$ cat src/rtl/trp_pkg.sv
package trp_pkg;
  localparam int unsigned CAUSE_W = 4;

  typedef enum logic [1:0] {
    PRIV_U    = 2'd0,
    PRIV_S    = 2'd1,
    PRIV_RSVD = 2'd2,
    PRIV_M    = 2'd3
  } priv_e;

  // status word field positions decoded by neighbouring logic
  localparam int unsigned ST_SIE    = 1;
  localparam int unsigned ST_MIE    = 3;
  localparam int unsigned ST_SPIE   = 5;
  localparam int unsigned ST_MPIE   = 7;
  localparam int unsigned ST_SPP    = 8;
  localparam int unsigned ST_MPP_LO = 11;
  localparam int unsigned ST_MPP_HI = 12;

  localparam logic [CAUSE_W-1:0] CAUSE_MISALIGN = 4'd0;
  localparam logic [CAUSE_W-1:0] CAUSE_ILLEGAL  = 4'd2;
endpackage

$ cat src/rtl/trp_gate.sv
module trp_gate
  import trp_pkg::*;
#(
  parameter int unsigned XLEN       = 32,
  parameter int unsigned ALIGN_BITS = 2
) (
  input  logic                ret_is_m,
  input  logic [1:0]          cur_priv,
  input  logic [XLEN-1:0]     sepc,
  input  logic [XLEN-1:0]     mepc,
  input  logic                rvc_en,
  output logic [XLEN-1:0]     epc_sel,
  output logic                fault,
  output logic [CAUSE_W-1:0]  cause
);
  logic [1:0] need_priv;
  logic       priv_low;
  logic       misaligned;

  always_comb begin
    need_priv  = ret_is_m ? 2'(PRIV_M) : 2'(PRIV_S);
    priv_low   = (cur_priv < need_priv);
    epc_sel    = ret_is_m ? mepc : sepc;
    misaligned = !rvc_en && (|epc_sel[ALIGN_BITS-1:0]);
    fault      = priv_low || misaligned;
    // privilege violation outranks the alignment check
    cause      = priv_low ? CAUSE_ILLEGAL : CAUSE_MISALIGN;
  end
endmodule

$ cat src/rtl/trp_stack.sv
module trp_stack
  import trp_pkg::*;
#(
  parameter int unsigned XLEN = 32
) (
  input  logic            ret_is_m,
  input  logic [XLEN-1:0] status_in,
  output logic [XLEN-1:0] status_nxt,
  output logic [1:0]      priv_nxt
);
  logic [1:0] m_prev;
  logic [1:0] s_prev;

  always_comb begin
    m_prev     = status_in[ST_MPP_HI:ST_MPP_LO];
    s_prev     = {1'b0, status_in[ST_SPP]};
    status_nxt = status_in;
    if (ret_is_m) begin
      status_nxt[ST_MIE]              = status_in[ST_MPIE];
      status_nxt[ST_MPIE]             = 1'b0;
      status_nxt[ST_MPP_HI:ST_MPP_LO] = 2'(PRIV_U);
      // reserved level folds onto supervisor
      priv_nxt = (m_prev == 2'(PRIV_RSVD)) ? 2'(PRIV_S) : m_prev;
    end else begin
      status_nxt[ST_SIE]  = status_in[ST_SPIE];
      status_nxt[ST_SPIE] = 1'b0;
      status_nxt[ST_SPP]  = 1'b0;
      priv_nxt = s_prev;
    end
  end
endmodule

$ cat src/rtl/trp_commit.sv
module trp_commit
  import trp_pkg::*;
#(
  parameter int unsigned XLEN = 32
) (
  input  logic               clk,
  input  logic               rst,
  input  logic               valid,
  input  logic               fault,
  input  logic [CAUSE_W-1:0] cause,
  input  logic [XLEN-1:0]    status_cur,
  input  logic [1:0]         priv_cur,
  input  logic [XLEN-1:0]    status_nxt,
  input  logic [1:0]         priv_nxt,
  input  logic [XLEN-1:0]    epc_sel,
  output logic               done_q,
  output logic               fault_q,
  output logic [CAUSE_W-1:0] cause_q,
  output logic [XLEN-1:0]    status_q,
  output logic [1:0]         priv_q,
  output logic [XLEN-1:0]    pc_q
);
  always_ff @(posedge clk) begin
    if (rst) begin
      done_q   <= 1'b0;
      fault_q  <= 1'b0;
      cause_q  <= '0;
      status_q <= '0;
      priv_q   <= 2'(PRIV_M);
      pc_q     <= '0;
    end else begin
      done_q  <= valid && !fault;
      fault_q <= valid && fault;
      if (valid) begin
        if (fault) begin
          cause_q  <= cause;
          status_q <= status_cur;
          priv_q   <= priv_cur;
        end else begin
          status_q <= status_nxt;
          priv_q   <= priv_nxt;
          pc_q     <= epc_sel;
        end
      end
    end
  end
endmodule

$ cat src/rtl/trap_return_unit.sv
module trap_return_unit
  import trp_pkg::*;
#(
  parameter int unsigned XLEN       = 32,
  parameter int unsigned ALIGN_BITS = 2
) (
  input  logic               clk,
  input  logic               rst,
  input  logic               ret_valid_i,
  input  logic               ret_is_m_i,
  input  logic [1:0]         cur_priv_i,
  input  logic [XLEN-1:0]    status_i,
  input  logic [XLEN-1:0]    sepc_i,
  input  logic [XLEN-1:0]    mepc_i,
  input  logic               rvc_en_i,
  output logic               ret_done_o,
  output logic               ret_fault_o,
  output logic [CAUSE_W-1:0] fault_cause_o,
  output logic [XLEN-1:0]    status_o,
  output logic [1:0]         priv_o,
  output logic [XLEN-1:0]    target_pc_o
);
  logic [XLEN-1:0]    epc_sel;
  logic               fault;
  logic [CAUSE_W-1:0] cause;
  logic [XLEN-1:0]    status_nxt;
  logic [1:0]         priv_nxt;

  trp_gate #(.XLEN(XLEN), .ALIGN_BITS(ALIGN_BITS)) u_gate (
    .ret_is_m (ret_is_m_i),
    .cur_priv (cur_priv_i),
    .sepc     (sepc_i),
    .mepc     (mepc_i),
    .rvc_en   (rvc_en_i),
    .epc_sel  (epc_sel),
    .fault    (fault),
    .cause    (cause)
  );

  trp_stack #(.XLEN(XLEN)) u_stack (
    .ret_is_m   (ret_is_m_i),
    .status_in  (status_i),
    .status_nxt (status_nxt),
    .priv_nxt   (priv_nxt)
  );

  trp_commit #(.XLEN(XLEN)) u_commit (
    .clk        (clk),
    .rst        (rst),
    .valid      (ret_valid_i),
    .fault      (fault),
    .cause      (cause),
    .status_cur (status_i),
    .priv_cur   (cur_priv_i),
    .status_nxt (status_nxt),
    .priv_nxt   (priv_nxt),
    .epc_sel    (epc_sel),
    .done_q     (ret_done_o),
    .fault_q    (ret_fault_o),
    .cause_q    (fault_cause_o),
    .status_q   (status_o),
    .priv_q     (priv_o),
    .pc_q       (target_pc_o)
  );
endmodule

$ cat config.mk
export PLATFORM = sky130hd
export DESIGN_NAME = trap_return_unit
export DESIGN_NICKNAME = d
export VERILOG_FILES = /design/src/rtl/trp_pkg.sv /design/src/rtl/trp_gate.sv /design/src/rtl/trp_stack.sv /design/src/rtl/trp_commit.sv /design/src/rtl/trap_return_unit.sv
export SDC_FILE = /design/constraint.sdc
export NUM_CORES = 1
export LEC_CHECK = 0
export BUFFER_PORTS_ARGS = -buffer_cell sky130_fd_sc_hd__buf_2
export CORE_ASPECT_RATIO = 1.1
export CORE_MARGIN = 1.5
export CORE_UTILIZATION = 35
export DETAILED_ROUTE_END_ITERATION = 16
export PLACE_DENSITY = 0.66
export SETUP_SLACK_MARGIN = 0.2
export SYNTH_ARGS = -nofsm -noshare
export SYNTH_HDL_FRONTEND = slang
export SYNTH_HIERARCHICAL = 1
export SYNTH_SLANG_ARGS = --single-unit
$ cat constraint.sdc
create_clock -name clk -period 2.1 [get_ports clk]
set_clock_uncertainty 0.1 [all_clocks]
set_input_delay 0.525 -clock clk [delete_from_list [all_inputs] [get_ports clk]]
set_output_delay 0.525 -clock clk [all_outputs]
set_load 0.02 [all_outputs]
# Yosys cells after proc, flatten, opt, wreduce, memory -nomap -nowiden

Cells that the tools add are included.

Logic and storage cells: 31
Flip-flop bits (word level): 72
Input bits: 103
Output and inout bits: 72

$lt $le $gt $ge: 1
Mux-type cells: 13
Bitwise logic cells: 1
Equal/unequal tests: 1
Reductions and logical operators: 9

Operator list:

| kind                                 | count |
|---|---|
| 32-bit two-way mux                   | 1 |
| 13-bit two-way mux                   | 1 |
| 2-bit two-way mux                    | 6 |
| 1-bit two-way mux                    | 5 |
| 2-bit AND reduction                  | 2 |
| 1-bit logical AND                    | 3 |
| 2-bit == test, second input constant | 1 |
| 1-bit zero test                      | 2 |
| 2-bit less-than comparator           | 1 |
| 2-bit OR reduction                   | 1 |
| 1-bit logical OR                     | 1 |
| 1-bit inverter                       | 1 |

# Depth between registers and ports, before layout

Word-level depth: 6
Mapped depth: 12
Gate-level depth less buffers: 7

# Hierarchy

Netlist, hierarchy kept.

Modules (own cells, without submodules):

| module     | area each (um^2) | cells an instance | sequential area each (um^2) | times used |
|---|---|---|---|---|
| trp_commit | 2810.2           | 317               | 1441.4                      | 1 |
| trp_gate   | 479.2            | 46                | 0.0                         | 1 |
| trp_stack  | 290.3            | 37                | 0.0                         | 1 |

# Worst setup path before layout

Ideal clock, no wire load.

Kind: input to register
Start point: in ret_is_m_i
End point: reg u_commit.status_q[23]
Setup slack: -0.145 ns
Setup time: 0.138 ns
Buffers on the path: 5
Arrival: 2.008 ns
Cell stages on the path: 11
Cell sequence: buf_6 > buf_6 > inv_1 > ha_1 > a21oi_1 > o21bai_1 > buf_4 > buf_6 > buf_8 > mux2i_1 > a211oi_1

RTL lines:

| item                   | line                   | RTL |
|---|---|---|
| start: declaration     | trap_return_unit.sv:10 | `input logic ret_is_m_i,` |
| end signal: assignment | trp_commit.sv:37       | `status_q <= status_cur;` |
| end signal: assignment | trp_commit.sv:40       | `status_q <= status_nxt;` |
| end: declaration       | trp_commit.sv:19       | `output logic [XLEN-1:0] status_q,` |

==> summary.txt <==
Psw: 898 uW
initial antenna violation count: 0
vias post-DR: 3131
clk sinks: 72
Starting DRT DRC Count: 90
Initial Util: 36.2%
all-layer global routing usage: 15.3%
clock insertion delay at the later pin of the skew report: 0.33 ns
Max Slew Vio Count: 0
Lkg Pwr: 2.25 nW
first-pass GRT wire length: 13.1 mm
CTS Hold Buffers Added: 0
share of layout cells above drive strength 1: 45.2%
Synth Instances: 400
DIE AREA: 10800 sq um
Die Y: 109 microns
largest net degree at the start of global routing: 74
CTS tree: built
H-tree depth: 3
PnR worst setup slack: 0.314 ns
Antenna Nets Post-Route: 0
crit path time final: 1.79 ns
unrepaired setup endpoints after global routing: no
I/O pin count: 175
CP Cell Sequence: clkbuf_4, inv_2, ha_4, a21oi_2, o21bai_4, clkbuf_16, mux2i_1, a211oi_1
Mean Syn Cell Area: 8.95 sq um
Rows: 38
sequential area share after synthesis: 40.3%
dpl hpwl: 6.31 mm
CTS Buffer Depth: 2
Max FO, Critical Path: 14
final setup fails: 0
Max Cap Viol: 0
most frequent cells in the layout: buf_2, dfxtp_1, nand2_1
Synth-to-Final Area Change: 27.5%
vias in the first global route: 2924
Arrival @ worst endpoint: 1.90 ns
slowest CP cell: clkbuf_16
Antenna Cells: 0
synthesized area: 3580 sq um
post-cts resize count: 0
drc violations: 0
Comb pwr share: 23.0%
status: finished clean
core box area: 9890 sq um
Reg clk slew, reported paths: 0.07 ns
pre-CTS setup slack: -0.104 ns
Post-synth EDFFs: 0
predominant post-synthesis flop cell: dfxtp_1
Max Clk Rate: 560 MHz
internal power: 2.23 mW
Crit path largest cell delay: 0.26 ns
CP startpoint kind: primary input
via density per instance: 4.74
Hold Path Class: register to register
final RePlAce weighted congestion: 0.753
Largest delay share family, worst path: buffers and inverters
Clock power frac: 29.3%
period utilisation layout: 85.1%
total CTS buffers: 9
I/O Buffers: 174
DRT Wirelength: 8.90 mm
Post CTS Setup Buffer Count: 0
Flop pwr share: 47.7%
Tot Pwr: 3.13 mW
chip width: 99.4 microns
crit path kind: primary input to register
DR WL/cell: 13.5 microns
Pre-antenna DRT Iters: 7
Netlist cell types: 24
asr flop ratio synth: 0%
GRT Residual Overflow: 0
CP bufs+invs: 3
CP required: 2.21 ns
Final Hold Violating Endpoints: 0
PwrDens: 686 nW/um^2
Clk Tree Root Cell: clkbuf_8
Critical Path End Type: register
Net Sw Frac: 28.7%
commonest non-fill, non-tap cell in the layout: buf_2
synth warn: 6
flops & latches, synth: 72
final net count: 641
worst vdd ir: 0.000347 V
## power groups by stage
stage	sequential (mW)	clock (mW)	combinational, mW
detailed placement	1.52	0	0.706
global route	1.50	1.01	0.787
global placement	1.52	0	0.692
floorplan	1.63	0	0.396
finish	1.49	0.916	0.722
CTS	1.50	0.957	0.707
## cells by family (layout without fill, tap and decap cells)
group	Yosys count	count (layout)	share of synthesized area (%)
AND/OR/NAND/NOR	121	121	13.8
AO/OA/AOI/OAI	73	73	12.5
flip-flops	72	72	40.3
multiplexers	68	68	20.6
buffers and inverters	64	202	12.3
adder cells (fa/ha/maj)	1	1	0.349
other	1	3	0.105
## cells in the mapped netlist, types with 2 or more instances
cell type / count / area share (%)
mux2i_1: 34 / 9.5
nor2_1: 37 / 3.9
and2_2: 2 / 0.42
and2b_2: 3 / 0.73
clkbuf_1: 11 / 1.2
mux2_4: 4 / 1.7
nor3_1: 2 / 0.28
a211oi_1: 32 / 6.7
nand2_1: 69 / 7.2
nand3_1: 4 / 0.56
nor2b_1: 2 / 0.35
buf_2: 10 / 1.4
a21oi_1: 40 / 5.6
mux2_2: 30 / 9.4
buf_4: 35 / 7.3
buf_6: 6 / 1.9
dfxtp_1: 72 / 40
## area by class of cell
class,instances,area [sq um]
multi-input combinational,266,1740
clock buffer,13,149
tap,120,150
timing repair buffer,187,1070
sequential,72,1440
inverter,1,3.75
fill,963,5330
clock inverter,1,5.00
## layer usage
| metal | track usage, % | up-vias | routed length (microns) |
|---|---|---|---|
| li1 | - | 1594 | - |
| met1 | 16.6 | 1395 | 3830 |
| met2 | 27.9 | 132 | 4280 |
| met3 | 4.23 | 10 | 632 |
| met4 | 6.74 | 0 | 157 |
| met5 | 0 | - | 0 |
## per-stage QoR
| step | cells | TNS (ns) | util, % | hold slack, ns | cell area [sq um] |
|---|---|---|---|---|---|
| finish | 660 | 0 | 46.2 | 0.353 | 4560 |
| global route | 660 | 0 | 46.2 | 0.371 | 4560 |
| CTS | 658 | 0 | 45.5 | 0.353 | 4500 |
| detailed placement | 644 | -2.83 | 44.0 | 0.344 | 4350 |
| global placement | 644 | -1.04 | 44.0 | 0.339 | 4350 |
| floorplan | 402 | -1.12 | - | 0.433 | 3630 |
## tightest hold or removal path: cells and delay by family, from the launching register on
kind / cells / cell delay (ns)
compound gates: 1 / 0.05
flops: 1 / 0.31
simple gates: 1 / 0.05
## sequential cells by signal (all words and copies together), names as in the netlist
register           flops
u_commit/pc_q         32
u_commit/priv_q        2
u_commit/fault_q       1
u_commit/done_q        1
u_commit/cause_q       4
u_commit/status_q     32
## final timing paths
check | depth (start not counted) | slack, ns | from | end
hold reg to reg | 2 | 0.35 | u_commit/pc_q[18]$_SDFFE_PP0P_ | u_commit/pc_q[18]$_SDFFE_PP0P_
hold / removal | 2 | 0.35 | u_commit/pc_q[18]$_SDFFE_PP0P_ | u_commit/pc_q[18]$_SDFFE_PP0P_
setup reg to reg | 2 | 1.28 | u_commit/status_q[25]$_SDFFE_PP0P_ | u_commit/status_q[25]$_SDFFE_PP0P_
setup / recovery | 8 | 0.31 | ret_is_m_i | u_commit/status_q[27]$_SDFFE_PP0P_
No activity file was read; power rests on OpenSTA's default activity.
